===== src/rtl/dsp_srx_pkg.sv =====
// Shared constants for the serial display write receiver.
// Assumes byte-wide transfers; the length opcode is a single fixed code.
package dsp_srx_pkg;
    localparam int BYTE_W = 8;
    localparam logic [BYTE_W-1:0] LEN_OPCODE = 8'hB6;
    typedef logic [BYTE_W-1:0] byte_t;
endpackage


===== src/rtl/dsp_srx_sync.sv =====
// Multi-stage synchronizer for a vector of asynchronous inputs.
// Each bit gets its own flop chain; reset loads RST_VAL so idle inputs
// look idle straight after reset. Assumes inputs change slowly relative to clk.
module dsp_srx_sync #(
    parameter int             WIDTH   = 4,
    parameter int             STAGES  = 2,
    parameter logic [WIDTH-1:0] RST_VAL = '0
) (
    input  logic             clk,
    input  logic             rst_n,
    input  logic [WIDTH-1:0] din,
    output logic [WIDTH-1:0] dout
);
    logic [STAGES-1:0] chain [WIDTH];

    for (genvar i = 0; i < WIDTH; i++) begin : g_bit
        // Shift one input bit through its flop chain.
        always_ff @(posedge clk) begin
            if (!rst_n) chain[i] <= {STAGES{RST_VAL[i]}};
            else        chain[i] <= {chain[i][STAGES-2:0], din[i]};
        end
        assign dout[i] = chain[i][STAGES-1];
    end
endmodule


===== src/rtl/dsp_srx_shifter.sv =====
// Bit assembler: detects rising serial clock edges on the synchronized
// clock while select is low, shifts data in MSB first and flags the eighth bit.
// Assumes each serial clock half period spans more than one core cycle.
module dsp_srx_shifter #(
    parameter int BITS = 8
) (
    input  logic            clk,
    input  logic            rst_n,
    input  logic            sck_s,
    input  logic            sda_s,
    input  logic            csn_s,
    output logic            byte_done,
    output logic [BITS-1:0] byte_val
);
    localparam int CNT_W = $clog2(BITS);
    localparam logic [CNT_W-1:0] LAST = CNT_W'(BITS - 1);

    logic             sck_prev;
    logic [CNT_W-1:0] bit_cnt;
    logic [BITS-1:0]  shreg;
    logic             rise;

    // Qualified rising edge and the byte completed by it.
    always_comb begin
        rise      = sck_s & ~sck_prev & ~csn_s;
        byte_done = rise && (bit_cnt == LAST);
        byte_val  = {shreg[BITS-2:0], sda_s};
    end

    // Edge history, shift register and bit position.
    always_ff @(posedge clk) begin
        if (!rst_n) begin
            sck_prev <= 1'b0;
            bit_cnt  <= '0;
            shreg    <= '0;
        end else begin
            sck_prev <= sck_s;
            if (rise) begin
                shreg   <= {shreg[BITS-2:0], sda_s};
                bit_cnt <= (bit_cnt == LAST) ? '0 : bit_cnt + 1'b1;
            end
        end
    end

    assert_cnt_hold_R5: assert property (@(posedge clk) disable iff (!rst_n)
        csn_s |=> $stable(bit_cnt));

    assert_byte_wrap_R4: assert property (@(posedge clk) disable iff (!rst_n)
        byte_done |=> (bit_cnt == '0));

    assert_reset_clear_R8: assert property (@(posedge clk)
        !rst_n |=> (bit_cnt == '0 && shreg == '0));
endmodule


===== src/rtl/dsp_srx_len_ctl.sv =====
// Data/command classifier. In 4-wire mode it passes the select line through.
// In 3-wire mode it watches for the length opcode and its parameter and then
// marks the announced number of following bytes as data. Mode is static.
module dsp_srx_len_ctl
    import dsp_srx_pkg::*;
#(
    parameter int            BITS = 8,
    parameter logic [BITS-1:0] OPC = LEN_OPCODE
) (
    input  logic            clk,
    input  logic            rst_n,
    input  logic            mode_3w,
    input  logic            byte_done,
    input  logic [BITS-1:0] byte_val,
    input  logic            dc_s,
    output logic            is_data,
    output logic [BITS:0]   rem_cnt
);
    logic wait_param;

    // Flag for the byte completing in this cycle.
    always_comb begin
        if (!mode_3w) is_data = dc_s;
        else          is_data = (rem_cnt != '0);
    end

    // Window counter and opcode tracking, 3-wire mode only.
    always_ff @(posedge clk) begin
        if (!rst_n || !mode_3w) begin
            rem_cnt    <= '0;
            wait_param <= 1'b0;
        end else if (byte_done) begin
            if (rem_cnt != '0) begin
                rem_cnt <= rem_cnt - 1'b1;
            end else if (wait_param) begin
                rem_cnt    <= {1'b0, byte_val} + 1'b1;
                wait_param <= 1'b0;
            end else if (byte_val == OPC) begin
                wait_param <= 1'b1;
            end
        end
    end

    assert_window_dec_R7: assert property (@(posedge clk) disable iff (!rst_n)
        (byte_done && rem_cnt != '0) |=> (rem_cnt == $past(rem_cnt) - 1'b1));
endmodule


===== src/rtl/dsp_serial_rx.sv =====
// Top of the serial display write receiver. Synchronizes the serial pins,
// assembles bytes, classifies them and registers a one-cycle write strobe.
// Assumes mode_3wire changes only while rst_n is low.
module dsp_serial_rx
    import dsp_srx_pkg::*;
#(
    parameter int SYNC_STAGES = 2
) (
    input  logic              clk,
    input  logic              rst_n,
    input  logic              mode_3wire,
    input  logic              sck,
    input  logic              sda,
    input  logic              cs_n,
    input  logic              dc_sel,
    output logic              wr_valid,
    output logic [BYTE_W-1:0] wr_data,
    output logic              wr_is_data
);
    logic [3:0]  pins_s;
    logic        sck_s, sda_s, csn_s, dc_s;
    logic        byte_done, cls_data;
    byte_t       byte_val;
    logic [BYTE_W:0] rem_cnt;

    dsp_srx_sync #(.WIDTH(4), .STAGES(SYNC_STAGES), .RST_VAL(4'b0010)) u_sync (
        .clk(clk), .rst_n(rst_n),
        .din({sck, sda, cs_n, dc_sel}), .dout(pins_s));

    assign {sck_s, sda_s, csn_s, dc_s} = pins_s;

    dsp_srx_shifter #(.BITS(BYTE_W)) u_shift (
        .clk(clk), .rst_n(rst_n), .sck_s(sck_s), .sda_s(sda_s), .csn_s(csn_s),
        .byte_done(byte_done), .byte_val(byte_val));

    dsp_srx_len_ctl #(.BITS(BYTE_W), .OPC(LEN_OPCODE)) u_len (
        .clk(clk), .rst_n(rst_n), .mode_3w(mode_3wire), .byte_done(byte_done),
        .byte_val(byte_val), .dc_s(dc_s), .is_data(cls_data), .rem_cnt(rem_cnt));

    // Registered write strobe toward display memory or command decoder.
    always_ff @(posedge clk) begin
        if (!rst_n) begin
            wr_valid   <= 1'b0;
            wr_data    <= '0;
            wr_is_data <= 1'b0;
        end else begin
            wr_valid <= byte_done;
            if (byte_done) begin
                wr_data    <= byte_val;
                wr_is_data <= cls_data;
            end
        end
    end

    assert_single_pulse_R2: assert property (@(posedge clk) disable iff (!rst_n)
        wr_valid |=> !wr_valid);

    assert_dc_follow_R3: assert property (@(posedge clk) disable iff (!rst_n)
        (!mode_3wire && wr_valid) |-> (wr_is_data == $past(dc_s)));

    assert_idle_cmd_R6: assert property (@(posedge clk) disable iff (!rst_n)
        (mode_3wire && byte_done && rem_cnt == '0) |=> (wr_valid && !wr_is_data));
endmodule


===== config.mk =====
export PLATFORM = sky130hd
export DESIGN_NAME = dsp_serial_rx
export DESIGN_NICKNAME = d
export VERILOG_FILES = /design/src/rtl/dsp_srx_pkg.sv /design/src/rtl/dsp_srx_sync.sv /design/src/rtl/dsp_srx_shifter.sv /design/src/rtl/dsp_srx_len_ctl.sv /design/src/rtl/dsp_serial_rx.sv
export SDC_FILE = /design/constraint.sdc
export NUM_CORES = 1
export LEC_CHECK = 0
export BUFFER_PORTS_ARGS = -buffer_cell sky130_fd_sc_hd__buf_2
export CAP_MARGIN = 10
export CORE_ASPECT_RATIO = 0.5
export CORE_MARGIN = 1.5
export CORE_UTILIZATION = 45
export CTS_BUF_LIST = sky130_fd_sc_hd__clkbuf_8
export CTS_CLUSTER_DIAMETER = 200
export DETAILED_ROUTE_END_ITERATION = 10
export PLACE_DENSITY = 0.68
export SYNTH_ARGS = -nofsm -noshare
export SYNTH_HDL_FRONTEND = slang
export SYNTH_SLANG_ARGS = --single-unit
export TNS_END_PERCENT = 10

===== constraint.sdc =====
create_clock -name clk -period 2.2 [get_ports clk]
set_input_delay 0 -clock clk [delete_from_list [all_inputs] [get_ports clk]]
set_output_delay 0 -clock clk [all_outputs]
set_load 0.03 [all_outputs]

==> results.sh, run 1 <==
export IMPL_numCtsBuffers=5
export IMPL_postSynthRegisterBits=39
export IMPL_critical_path_peak_fanout=6
export IMPL_criticalPathCategory="reg -> reg"
export IMPL_grt_pass1_wl_um=6470
export IMPL_final_nets=234
export IMPL_finalHoldViolCount=0
export IMPL_hold_class="in -> reg"
export IMPL_synth_largest_area_cell="sky130_fd_sc_hd__dfxtp_1"
export IMPL_synth_avg_cell_area_um2=9.31
export IMPL_ctsHoldBuffers=4
export IMPL_rsz_0062_raised_after_global_routing="false"
export IMPL_cts_path_max_buffers=2
export IMPL_antennaDiodeCount=0
export IMPL_die_area_um2=4600
export IMPL_synth_top_area_share=0.415
export IMPL_hold_path_endpoint="u_sync.chain[1][0]$_SDFF_PN1_"
export IMPL_final_max_slew_viol_count=0
export IMPL_synth_net_count=214
export IMPL_synth_top_cells_by_area="sky130_fd_sc_hd__dfxtp_1 42%, sky130_fd_sc_hd__mux2i_1 5.3%, sky130_fd_sc_hd__nand2_1 4.8%"
export IMPL_fmax_mhz=486
export IMPL_ctsRootBufferMaster="sky130_fd_sc_hd__clkbuf_8"
export IMPL_die_height_um=48.7
export IMPL_ys_async_sr_fraction=0
export IMPL_fillers=369
export IMPL_run_status="finished, final reports clean"
export IMPL_timing_final_crit_period_ns=2.06
export IMPL_dpl_hpwl_um=2600
export IMPL_worst_slew_pin_transition_ns=0.445
export IMPL_drt_wl_total_um=3730
export IMPL_post_synthesis_compound_gate_area_fraction=0.163
export IMPL_max_cap_viol_count=0
export IMPL_r2r_setup_slack_ns=0.14
export IMPL_post_synth_instance_area_um2=1880
export IMPL_path_cells="inv_1 > ha_1 > or4b_4 > or3_1 > mux2i_1 > o41ai_1"
export IMPL_final_antenna_net_count=0
export IMPL_slew_headroom=0.701
export IMPL_worstRegToRegCells=6
export IMPL_power_leakage_nw=0.813
export IMPL_multi_input_combinational_cell_area_um2=1030
export IMPL_pin_count=17
export IMPL_share_of_post_route_cells_with_drive_strength_above_1=0.188
export IMPL_critical_path_slowest_cell="sky130_fd_sc_hd__or4b_4"
export IMPL_die_w_um=94.4
export IMPL_port_buffer_count=16
export IMPL_yosys_cell_count_top_type="sky130_fd_sc_hd__dfxtp_1"
export IMPL_postCtsResizedCells=0
export IMPL_netlist_instances=202
export IMPL_final_min_period_over_clock_period=0.935
export IMPL_end_kind="flop"
export IMPL_path_clk_slew_ns=0.08
export IMPL_gp_congestion=0.886
export IMPL_final_report_setup_violation_count=0
export IMPL_synth_warning_count=0
export IMPL_timing_critical_path_slowest_cell_delay_ns=0.54
export IMPL_core_region_area_um2=3960
export IMPL_hold_depth=2
export IMPL_seqCellArea_um2=781
export IMPL_cts_repair_timing_setup_buffer_count=0
export IMPL_synth_simple_area_share=0.273
export IMPL_grt_max_degree=32
export IMPL_num_rows=16
export IMPL_arrival_ns=2.25
export IMPL_rr_endpoint="u_len.rem_cnt[3]$_SDFFE_PP0P_"
export IMPL_synth_adder_area_share=0.0333
export IMPL_critPathTopFamily="simple AND/OR/NAND/NOR gates"
export IMPL_number_of_sinks_handled_by_clock_tree_synthesis=39
export IMPL_synth_top_family_by_area="simple AND/OR/NAND/NOR gates"
export IMPL_post_route_util=0.544
export IMPL_critical_path_reg2reg_startpoint="u_len.rem_cnt[0]$_SDFFE_PP0P_"
export IMPL_post_synth_edffs=0
export IMPL_share_of_synthesized_area_occupied_by_flip_flops_and_latches=0.415
export IMPL_ctsHtreeMaxLevel=2
export IMPL_synth_xor_area_share=0.0233
export IMPL_power_per_cell_area_nw_per_um2=589
export IMPL_route_detailed_drc=0
export IMPL_yosys_mux_area_fraction=0.0532
export IMPL_cts_tree="done"
export IMPL_first_pass_iters=4
export IMPL_detail_route_wl_per_cell_um=13.5
export IMPL_detailroute_via_count=1513
export IMPL_timing_critical_path_from_type="flop"
export IMPL_vias_per_cell=5.46
export IMPL_cp_data_required_time_ns=2.39
export IMPL_grt_use_total=0.186
export IMPL_yosysUniqueCellTypes=49
export IMPL_initial_utilization=0.474
export IMPL_dominantRegCellSynth="sky130_fd_sc_hd__dfxtp_1"
export IMPL_syn2layout_area_growth_pct=14.6
export IMPL_max_vdd_ir_drop_v=0.000319
export IMPL_setup_tns_final_ns=0
export IMPL_source_to_sink_clock_delay_at_the_later_pin_of_the_worst_skew_pair_ns=0.29
export IMPL_fin_skew_ns=0.00220
export IMPL_worstPathBufferInverterCount=1
export IMPL_synth_commonest_cells="39 x sky130_fd_sc_hd__dfxtp_1, 24 x sky130_fd_sc_hd__nand2_1, 10 x sky130_fd_sc_hd__mux2i_1, 10 x sky130_fd_sc_hd__nor2b_1"
export IMPL_grt_pass1_vias=1383
export IMPL_hold_path_startpoint="rst_n"
export IMPL_global_route_overflow_total=0
export IMPL_initial_antenna_violation_count=0
export IMPL_drt_iter0_drc=67
-- layout by cell type (no fill, tap or decap), types with 2 or more instances in the layout --
master                          count
sky130_fd_sc_hd__a21boi_0           8
sky130_fd_sc_hd__a21oi_1            9
sky130_fd_sc_hd__and2_1             9
sky130_fd_sc_hd__buf_2             16
sky130_fd_sc_hd__buf_4              5
sky130_fd_sc_hd__clkbuf_8           6
sky130_fd_sc_hd__dfxtp_1           39
sky130_fd_sc_hd__dlygate4sd3_1      4
sky130_fd_sc_hd__ha_1               5
sky130_fd_sc_hd__inv_1              5
sky130_fd_sc_hd__mux2i_1           10
sky130_fd_sc_hd__nand2_1           24
sky130_fd_sc_hd__nand2b_1           3
sky130_fd_sc_hd__nand3_1            8
sky130_fd_sc_hd__nand4_1            4
sky130_fd_sc_hd__nor2_1             6
sky130_fd_sc_hd__nor2b_1           10
sky130_fd_sc_hd__nor3_1             5
sky130_fd_sc_hd__o21a_1             2
sky130_fd_sc_hd__o21ai_0            7
sky130_fd_sc_hd__or2_2              2
sky130_fd_sc_hd__or3_1              2
sky130_fd_sc_hd__or4_1              2
sky130_fd_sc_hd__xnor2_1            3
sky130_fd_sc_hd__xor2_1             2
-- report_power, final --
| group | switching (W) | internal [W] | total (W) |
|---|---|---|---|
| Combinational | 0.0000167 | 0.0000198 | 0.0000365 |
| Clock | 0.000260 | 0.000256 | 0.000516 |
| Sequential | 0.00000420 | 0.000713 | 0.000717 |
-- how the worst max path moves through the flow --
stage / startpoint / to / slack [ns] / cells past startpoint
CTS: u_len.rem_cnt[0]$_SDFFE_PP0P_ / u_len.rem_cnt[3]$_SDFFE_PP0P_ / 0.16 / 6
global route: u_len.rem_cnt[0]$_SDFFE_PP0P_ / u_len.wait_param$_SDFFE_PP0P_ / 0.04 / 6
global placement: u_len.rem_cnt[0]$_SDFFE_PP0P_ / u_len.rem_cnt[3]$_SDFFE_PP0P_ / 0.26 / 6
detailed placement: u_len.rem_cnt[0]$_SDFFE_PP0P_ / u_len.rem_cnt[3]$_SDFFE_PP0P_ / 0.18 / 6
finish: u_len.rem_cnt[0]$_SDFFE_PP0P_ / u_len.rem_cnt[3]$_SDFFE_PP0P_ / 0.14 / 6
floorplan: u_len.rem_cnt[0]$_SDFFE_PP0P_ / u_len.rem_cnt[3]$_SDFFE_PP0P_ / 0.32 / 6
-- logic make-up (layout without fill, tap and decap cells) --
kind of cell	Yosys count	after routing
compound gates	40	40
xor+xnor	5	5
fa+ha+maj	5	5
buf+inv	17	38
flops	39	39
mux	10	10
simple gates	86	86
-- cell type report --
class / count / share of cell area
timing repair buffer: 25 / 0.0731
clock inverter: 2 / 0.00754
clock buffer: 6 / 0.0383
tap: 54 / 0.0313
multi-input combinational: 146 / 0.479
sequential: 39 / 0.362
inverter: 5 / 0.00871
-- state kept, by name (all words and copies together), names as in the netlist --
name              cells
u_len.rem_cnt         9
u_sync.chain          8
wr_data               8
u_shift.shreg         7
u_shift.bit_cnt       3
u_len.wait_param      1
u_shift.sck_prev      1
wr_is_data            1
wr_valid              1
-- through the flow --
stage          hold slack, ns  instance area [um2]  total power, W  worst slack [ns]  std cells
2_1_floorplan           0.101                 1880        0.000754             0.317        202
3_3_place_gp            0.179                 2020        0.000764             0.255        265
3_5_place_dp            0.186                 2020        0.000765             0.180        265
4_1_cts                0.0775                 2160         0.00129             0.158        277
5_1_grt                 0.130                 2160         0.00133            0.0430        277
6_report               0.0836                 2160         0.00127             0.142        277
-- routing by layer --
| layer | up-vias | part of all wire | track usage |
|---|---|---|---|
| met4 | 0 | 0.018 | 0.102 |
| met3 | 7 | 0.061 | 0.0629 |
| met2 | 41 | 0.43 | 0.272 |
| met5 | - | 0 | 0 |
| met1 | 710 | 0.49 | 0.239 |
| li1 | 755 | - | - |
(Power assumes the default switching activity.)
==> run 2, diff against run 1 <==
clock period = 2.5 ns   (was 2.2 ns; I/O delays follow)
==> results.sh, run 2 (synthesis results as in run 1) <==
export IMPL_final_min_period_over_clock_period=0.840
export IMPL_drt_wl_total_um=3770
export IMPL_initial_antenna_violation_count=0
export IMPL_slew_headroom=0.711
export IMPL_topRoutingLayerUsed="met4"
export IMPL_number_of_sinks_handled_by_clock_tree_synthesis=39
export IMPL_final_max_slew_viol_count=0
export IMPL_finalHoldViolCount=0
export IMPL_route_detailed_drc=0
export IMPL_cts_repair_timing_setup_buffer_count=0
export IMPL_end_kind="flop"
export IMPL_die_height_um=48.7
export IMPL_worst_slew_pin_transition_ns=0.430
export IMPL_detail_route_wl_per_cell_um=13.8
export IMPL_numCtsBuffers=5
export IMPL_die_w_um=94.4
export IMPL_detailedPlace_worstSlack_ns=0.421
export IMPL_cts_path_max_buffers=2
export IMPL_final_nets=231
export IMPL_worst_hold_slack_ns=0.0803
export IMPL_antennaDiodeCount=0
export IMPL_grt_max_degree=32
export IMPL_power_leakage_nw=0.798
export IMPL_fmax_mhz=476
export IMPL_drt_iter0_drc=55
export IMPL_first_pass_iters=4
export IMPL_die_area_um2=4600
export IMPL_share_of_post_route_cells_with_drive_strength_above_1=0.177
export IMPL_setup_tns_final_ns=0
export IMPL_wl_met2_um=1640
export IMPL_reg_top3="u_len.rem_cnt: 9 flops, u_sync.chain: 8 flops, wr_data: 8 flops"
export IMPL_rsz_0062_raised_after_global_routing="false"
export IMPL_global_route_overflow_total=0
export IMPL_timing_critical_path_from_type="flop"
export IMPL_dpl_hpwl_um=2580
export IMPL_gp_congestion=0.866
export IMPL_postLayoutSetupSlackWorst_ns=0.400
export IMPL_pin_count=17
export IMPL_cp_data_required_time_ns=2.69
export IMPL_path_clk_slew_ns=0.08
export IMPL_ctsRootBufferMaster="sky130_fd_sc_hd__clkbuf_8"
export IMPL_largest_register="u_len.rem_cnt"
export IMPL_dr_wl_met3_um=152
export IMPL_final_report_setup_violation_count=0
export IMPL_arrival_ns=2.29
export IMPL_mostFrequentLayoutCell="sky130_fd_sc_hd__dfxtp_1"
export IMPL_max_cap_viol_count=0
export IMPL_ctsHtreeMaxLevel=2
export IMPL_timing_final_crit_period_ns=2.10
export IMPL_flip_flop_count_of_the_largest_register_all_copies_and_words_added=9
export IMPL_cts_tree="done"
export IMPL_port_buffer_count=16
export IMPL_source_to_sink_clock_delay_at_the_later_pin_of_the_worst_skew_pair_ns=0.30
export IMPL_core_region_area_um2=3960
export IMPL_syn2layout_area_growth_pct=13.4
export IMPL_wirelength_met1_um=1850
export IMPL_num_rows=16
export IMPL_final_antenna_net_count=0
export IMPL_fin_skew_ns=0.00292
export IMPL_grt_pass1_vias=1403
export IMPL_power_per_cell_area_nw_per_um2=525
export IMPL_max_vdd_ir_drop_v=0.000371
export IMPL_vias_per_cell=5.45
export IMPL_grt_pass1_wl_um=6700
export IMPL_criticalPathCategory="reg -> reg"
export IMPL_hold_class="in -> reg"
export IMPL_most_common_layout_cells="39 x sky130_fd_sc_hd__dfxtp_1, 24 x sky130_fd_sc_hd__nand2_1, 16 x sky130_fd_sc_hd__buf_2"
export IMPL_detailroute_via_count=1494
export IMPL_run_status="finished, final reports clean"
export IMPL_critical_path_peak_fanout=6
export IMPL_initial_utilization=0.474
export IMPL_grt_use_total=0.194
==> run 2: layout make-up <==
cell class,instances,area [um2]
clock buffer,6,82.6
clock inverter,2,16.3
fill,366,1830
inverter,5,18.8
multi-input combinational,146,1030
sequential,39,781
tap,54,67.6
timing repair buffer,22,135
==> run 2: timing repair <==
item,CTS,global route
hold buffers,4,0
endpoints found under the hold margin,4,0
setup endpoints to repair,0,0
resized for setup,0,0
==> run 2: power breakdown <==
group	internal [W]	switching [W]	leakage, nW	total (W)
Clock	0.000225	0.000232	0.0474	0.000457
Combinational	0.0000174	0.0000149	0.435	0.0000323
Sequential	0.000627	0.00000383	0.316	0.000631
Total	0.000870	0.000251	0.798	0.00112
==> run 2: metal layers <==
| layer | up-vias | global-route usage |
|---|---|---|
| li1 | 754 | - |
| met1 | 688 | 0.264 |
| met2 | 38 | 0.276 |
| met3 | 14 | 0.0503 |
| met4 | 0 | 0.117 |
| met5 | - | 0 |
==> run 2: final timing paths <==
kind                                  from                            end  slack, ns  depth (start not counted)
max          u_len.rem_cnt[0]$_SDFFE_PP0P_  u_len.rem_cnt[3]$_SDFFE_PP0P_       0.40                          6
min                                  rst_n  u_sync.chain[1][0]$_SDFF_PN1_       0.08                          2
max reg2reg  u_len.rem_cnt[0]$_SDFFE_PP0P_  u_len.rem_cnt[3]$_SDFFE_PP0P_       0.40                          6
min reg2reg  u_sync.chain[1][0]$_SDFF_PN1_  u_sync.chain[1][1]$_SDFF_PN1_       0.42                          1
==> run 2: per-stage QoR <==
stage	instance area, um2	util	std cells	total power (W)
3_3_place_gp	1990	0.503	262	0.000672
4_1_cts	2130	0.538	274	0.00114
5_1_grt	2130	0.538	274	0.00117
2_1_floorplan	1880	-	202	0.000663
3_5_place_dp	1990	0.503	262	0.000673
6_report	2130	0.538	274	0.00112
==> run 2: critical path: stages, from the launching register on <==
cell and delay, ns:
sky130_fd_sc_hd__dfxtp_1 0.36, sky130_fd_sc_hd__inv_1 0.08, sky130_fd_sc_hd__ha_1 0.24, sky130_fd_sc_hd__or4b_4 0.54
sky130_fd_sc_hd__or3_1 0.36, sky130_fd_sc_hd__mux2i_1 0.15, sky130_fd_sc_hd__o41ai_1 0.27
==> run 3, diff against run 2 <==
PLACE_DENSITY = 0.71   (was 0.68)
clock period = 1.9 ns   (was 2.5 ns; I/O delays follow)
==> results.sh, run 3 (synthesis results as in run 1) <==
export IMPL_run_status="finished, final reports clean"
export IMPL_mostFrequentLayoutCell="sky130_fd_sc_hd__dfxtp_1"
export IMPL_end_kind="flop"
export IMPL_final_min_period_over_clock_period=0.975
export IMPL_source_to_sink_clock_delay_at_the_later_pin_of_the_worst_skew_pair_ns=0.29
export IMPL_core_region_area_um2=3960
export IMPL_timing_final_crit_period_ns=1.85
export IMPL_final_max_slew_viol_count=0
export IMPL_antennaDiodeCount=0
export IMPL_grt_use_total=0.197
export IMPL_path_clk_slew_ns=0.08
export IMPL_p_sw_w=0.000317
export IMPL_number_of_sinks_handled_by_clock_tree_synthesis=39
export IMPL_num_rows=16
export IMPL_worstPathBufferInverterCount=1
export IMPL_cts_tree="done"
export IMPL_groute_layer_met1_usage=0.268
export IMPL_fillers=361
export IMPL_pin_count=17
export IMPL_ctsRootBufferMaster="sky130_fd_sc_hd__clkbuf_8"
export IMPL_vias_per_cell=5.38
export IMPL_seqPwrFrac=0.534
export IMPL_grt_max_degree=30
export IMPL_gp_congestion=0.914
export IMPL_global_route_overflow_total=0
export IMPL_final_nets=250
export IMPL_pwr_share_comb=0.030
export IMPL_ctsHtreeMaxLevel=2
export IMPL_arrival_ns=2.05
export IMPL_dpl_hpwl_um=2890
export IMPL_drt_iter0_drc=84
export IMPL_die_height_um=48.7
export IMPL_cp_data_required_time_ns=2.09
export IMPL_rsz_0062_raised_after_global_routing="true"
export IMPL_most_common_layout_cells="39 x sky130_fd_sc_hd__dfxtp_1, 24 x sky130_fd_sc_hd__nand2_1, 21 x sky130_fd_sc_hd__buf_4"
export IMPL_initial_antenna_violation_count=0
export IMPL_share_of_post_route_cells_with_drive_strength_above_1=0.252
export IMPL_path_cells="inv_1 > ha_4 > or4b_4 > or3_4 > mux2i_1 > o41ai_1"
export IMPL_critPathTopFamily="simple AND/OR/NAND/NOR gates"
export IMPL_internal_power_w=0.00123
export IMPL_first_pass_iters=4
export IMPL_criticalPathCategory="reg -> reg"
export IMPL_detailroute_via_count=1572
export IMPL_finish_instance_area_um2=2300
export IMPL_max_cap_viol_count=0
export IMPL_final_report_setup_violation_count=0
export IMPL_timing_critical_path_from_type="flop"
export IMPL_post_route_util=0.581
export IMPL_grt_busiest_layer="met2"
export IMPL_worst_slew_pin_transition_ns=0.395
export IMPL_gr_usage_met3=0.0487
export IMPL_detail_route_wl_per_cell_um=13.7
export IMPL_syn2layout_area_growth_pct=22.6
export IMPL_initial_utilization=0.474
export IMPL_grt_pass1_vias=1451
export IMPL_max_vdd_ir_drop_v=0.000408
export IMPL_timing_critical_path_slowest_cell_delay_ns=0.48
export IMPL_critical_path_slowest_cell="sky130_fd_sc_hd__or4b_4"
export IMPL_drt_wl_total_um=4010
export IMPL_die_w_um=94.4
export IMPL_power_per_cell_area_nw_per_um2=673
export IMPL_fmax_mhz=540
export IMPL_fin_skew_ns=0.00600
export IMPL_critical_path_peak_fanout=4
export IMPL_total_placed_instance_area_um2=2130
export IMPL_power_frac_clock=0.435
export IMPL_sw_frac_of_total=0.205
export IMPL_final_antenna_net_count=0
export IMPL_slew_headroom=0.736
export IMPL_port_buffer_count=16
export IMPL_power_leakage_nw=0.895
export IMPL_hold_class="in -> reg"
export IMPL_largest_register="u_len.rem_cnt"
export IMPL_finalHoldViolCount=0
export IMPL_cts_path_max_buffers=2
export IMPL_route_detailed_drc=0
export IMPL_global_route_usage_met2=0.291
export IMPL_grt_pass1_wl_um=6910
export IMPL_numCtsBuffers=5
export IMPL_flip_flop_count_of_the_largest_register_all_copies_and_words_added=9
export IMPL_reg_top3="u_len.rem_cnt: 9 flops, u_sync.chain: 8 flops, wr_data: 8 flops"
export IMPL_die_area_um2=4600
run 3: cell types whose count changed in the layout (fill, tap and decap cells not counted), sizes merged:
cell,delta
buf,+19
bufinv,+1
clkbuf,-1
clkinv,-1
run 3: per-stage QoR:
step | setup TNS [ns] | worst slack [ns] | cells | total power [W] | hold slack, ns
after floorplan | 0 | 0.0166 | 202 | 0.000873 | 0.101
after global placement | 0 | 0.0520 | 280 | 0.000888 | 0.187
after CTS | 0 | 0.00135 | 292 | 0.00156 | 0.0916
after global routing | -0.0193 | -0.0193 | 292 | 0.00161 | 0.131
after detailed placement | -0.0441 | -0.0441 | 280 | 0.000890 | 0.183
final | 0 | 0.0466 | 292 | 0.00155 | 0.0953
run 3: repair_timing:
action / in CTS / in global routing
setup buffers: 1 / 0
hold buffers: 4 / 0
gates resized for setup: 1 / 3
hold endpoints to repair: 4 / 0
endpoints found under the setup margin: 1 / 3
run 3: area by class of cell:
class                      instances  area [um2]  share of cell area
multi-input combinational        146        1050               0.457
clock inverter                     2        37.5              0.0163
clock buffer                       5        68.8              0.0299
inverter                           5        18.8             0.00814
timing repair buffer              41         278               0.121
tap                               54        67.6              0.0293
sequential                        39         781               0.339
run 3: final timing paths:
| check | start | end | slack [ns] | depth (start not counted) |
|---|---|---|---|---|
| hold / removal | mode_3wire | wr_is_data$_SDFFE_PN0P_ | 0.1 | 4 |
| hold reg to reg | u_sync.chain[1][0]$_SDFF_PN1_ | u_sync.chain[1][1]$_SDFF_PN1_ | 0.41 | 1 |
| setup / recovery | u_len.rem_cnt[1]$_SDFFE_PP0P_ | u_len.rem_cnt[3]$_SDFFE_PP0P_ | 0.05 | 6 |
| setup reg to reg | u_len.rem_cnt[1]$_SDFFE_PP0P_ | u_len.rem_cnt[3]$_SDFFE_PP0P_ | 0.05 | 6 |
run 3: power by group through the flow:
stage	logic [W]	registers (W)	clock network (W)
2_1_floorplan	0.0000249	0.000848	0
3_3_place_gp	0.0000398	0.000848	0
3_5_place_dp	0.0000408	0.000849	0
4_1_cts	0.0000473	0.000829	0.000687
5_1_grt	0.0000524	0.000830	0.000724
6_report	0.0000470	0.000829	0.000676
run 3: per-layer routing:
layer  up-vias  wire (um)  share of wire
li1        795          -              -
met1       726       2010           0.50
met2        41       1770           0.44
met3        10        145          0.036
met4         0         78          0.019
met5         -          0              0
run 3: worst register-to-register path, delay by kind of cell, from the launching register on:
| family | cells | cell delay, ns |
|---|---|---|
| AND/OR/NAND/NOR | 2 | 0.84 |
| flip-flops | 1 | 0.34 |
| AO/OA/AOI/OAI | 1 | 0.23 |
| adder cells (fa/ha/maj) | 1 | 0.14 |
| multiplexers | 1 | 0.13 |
| buffers and inverters | 1 | 0.09 |
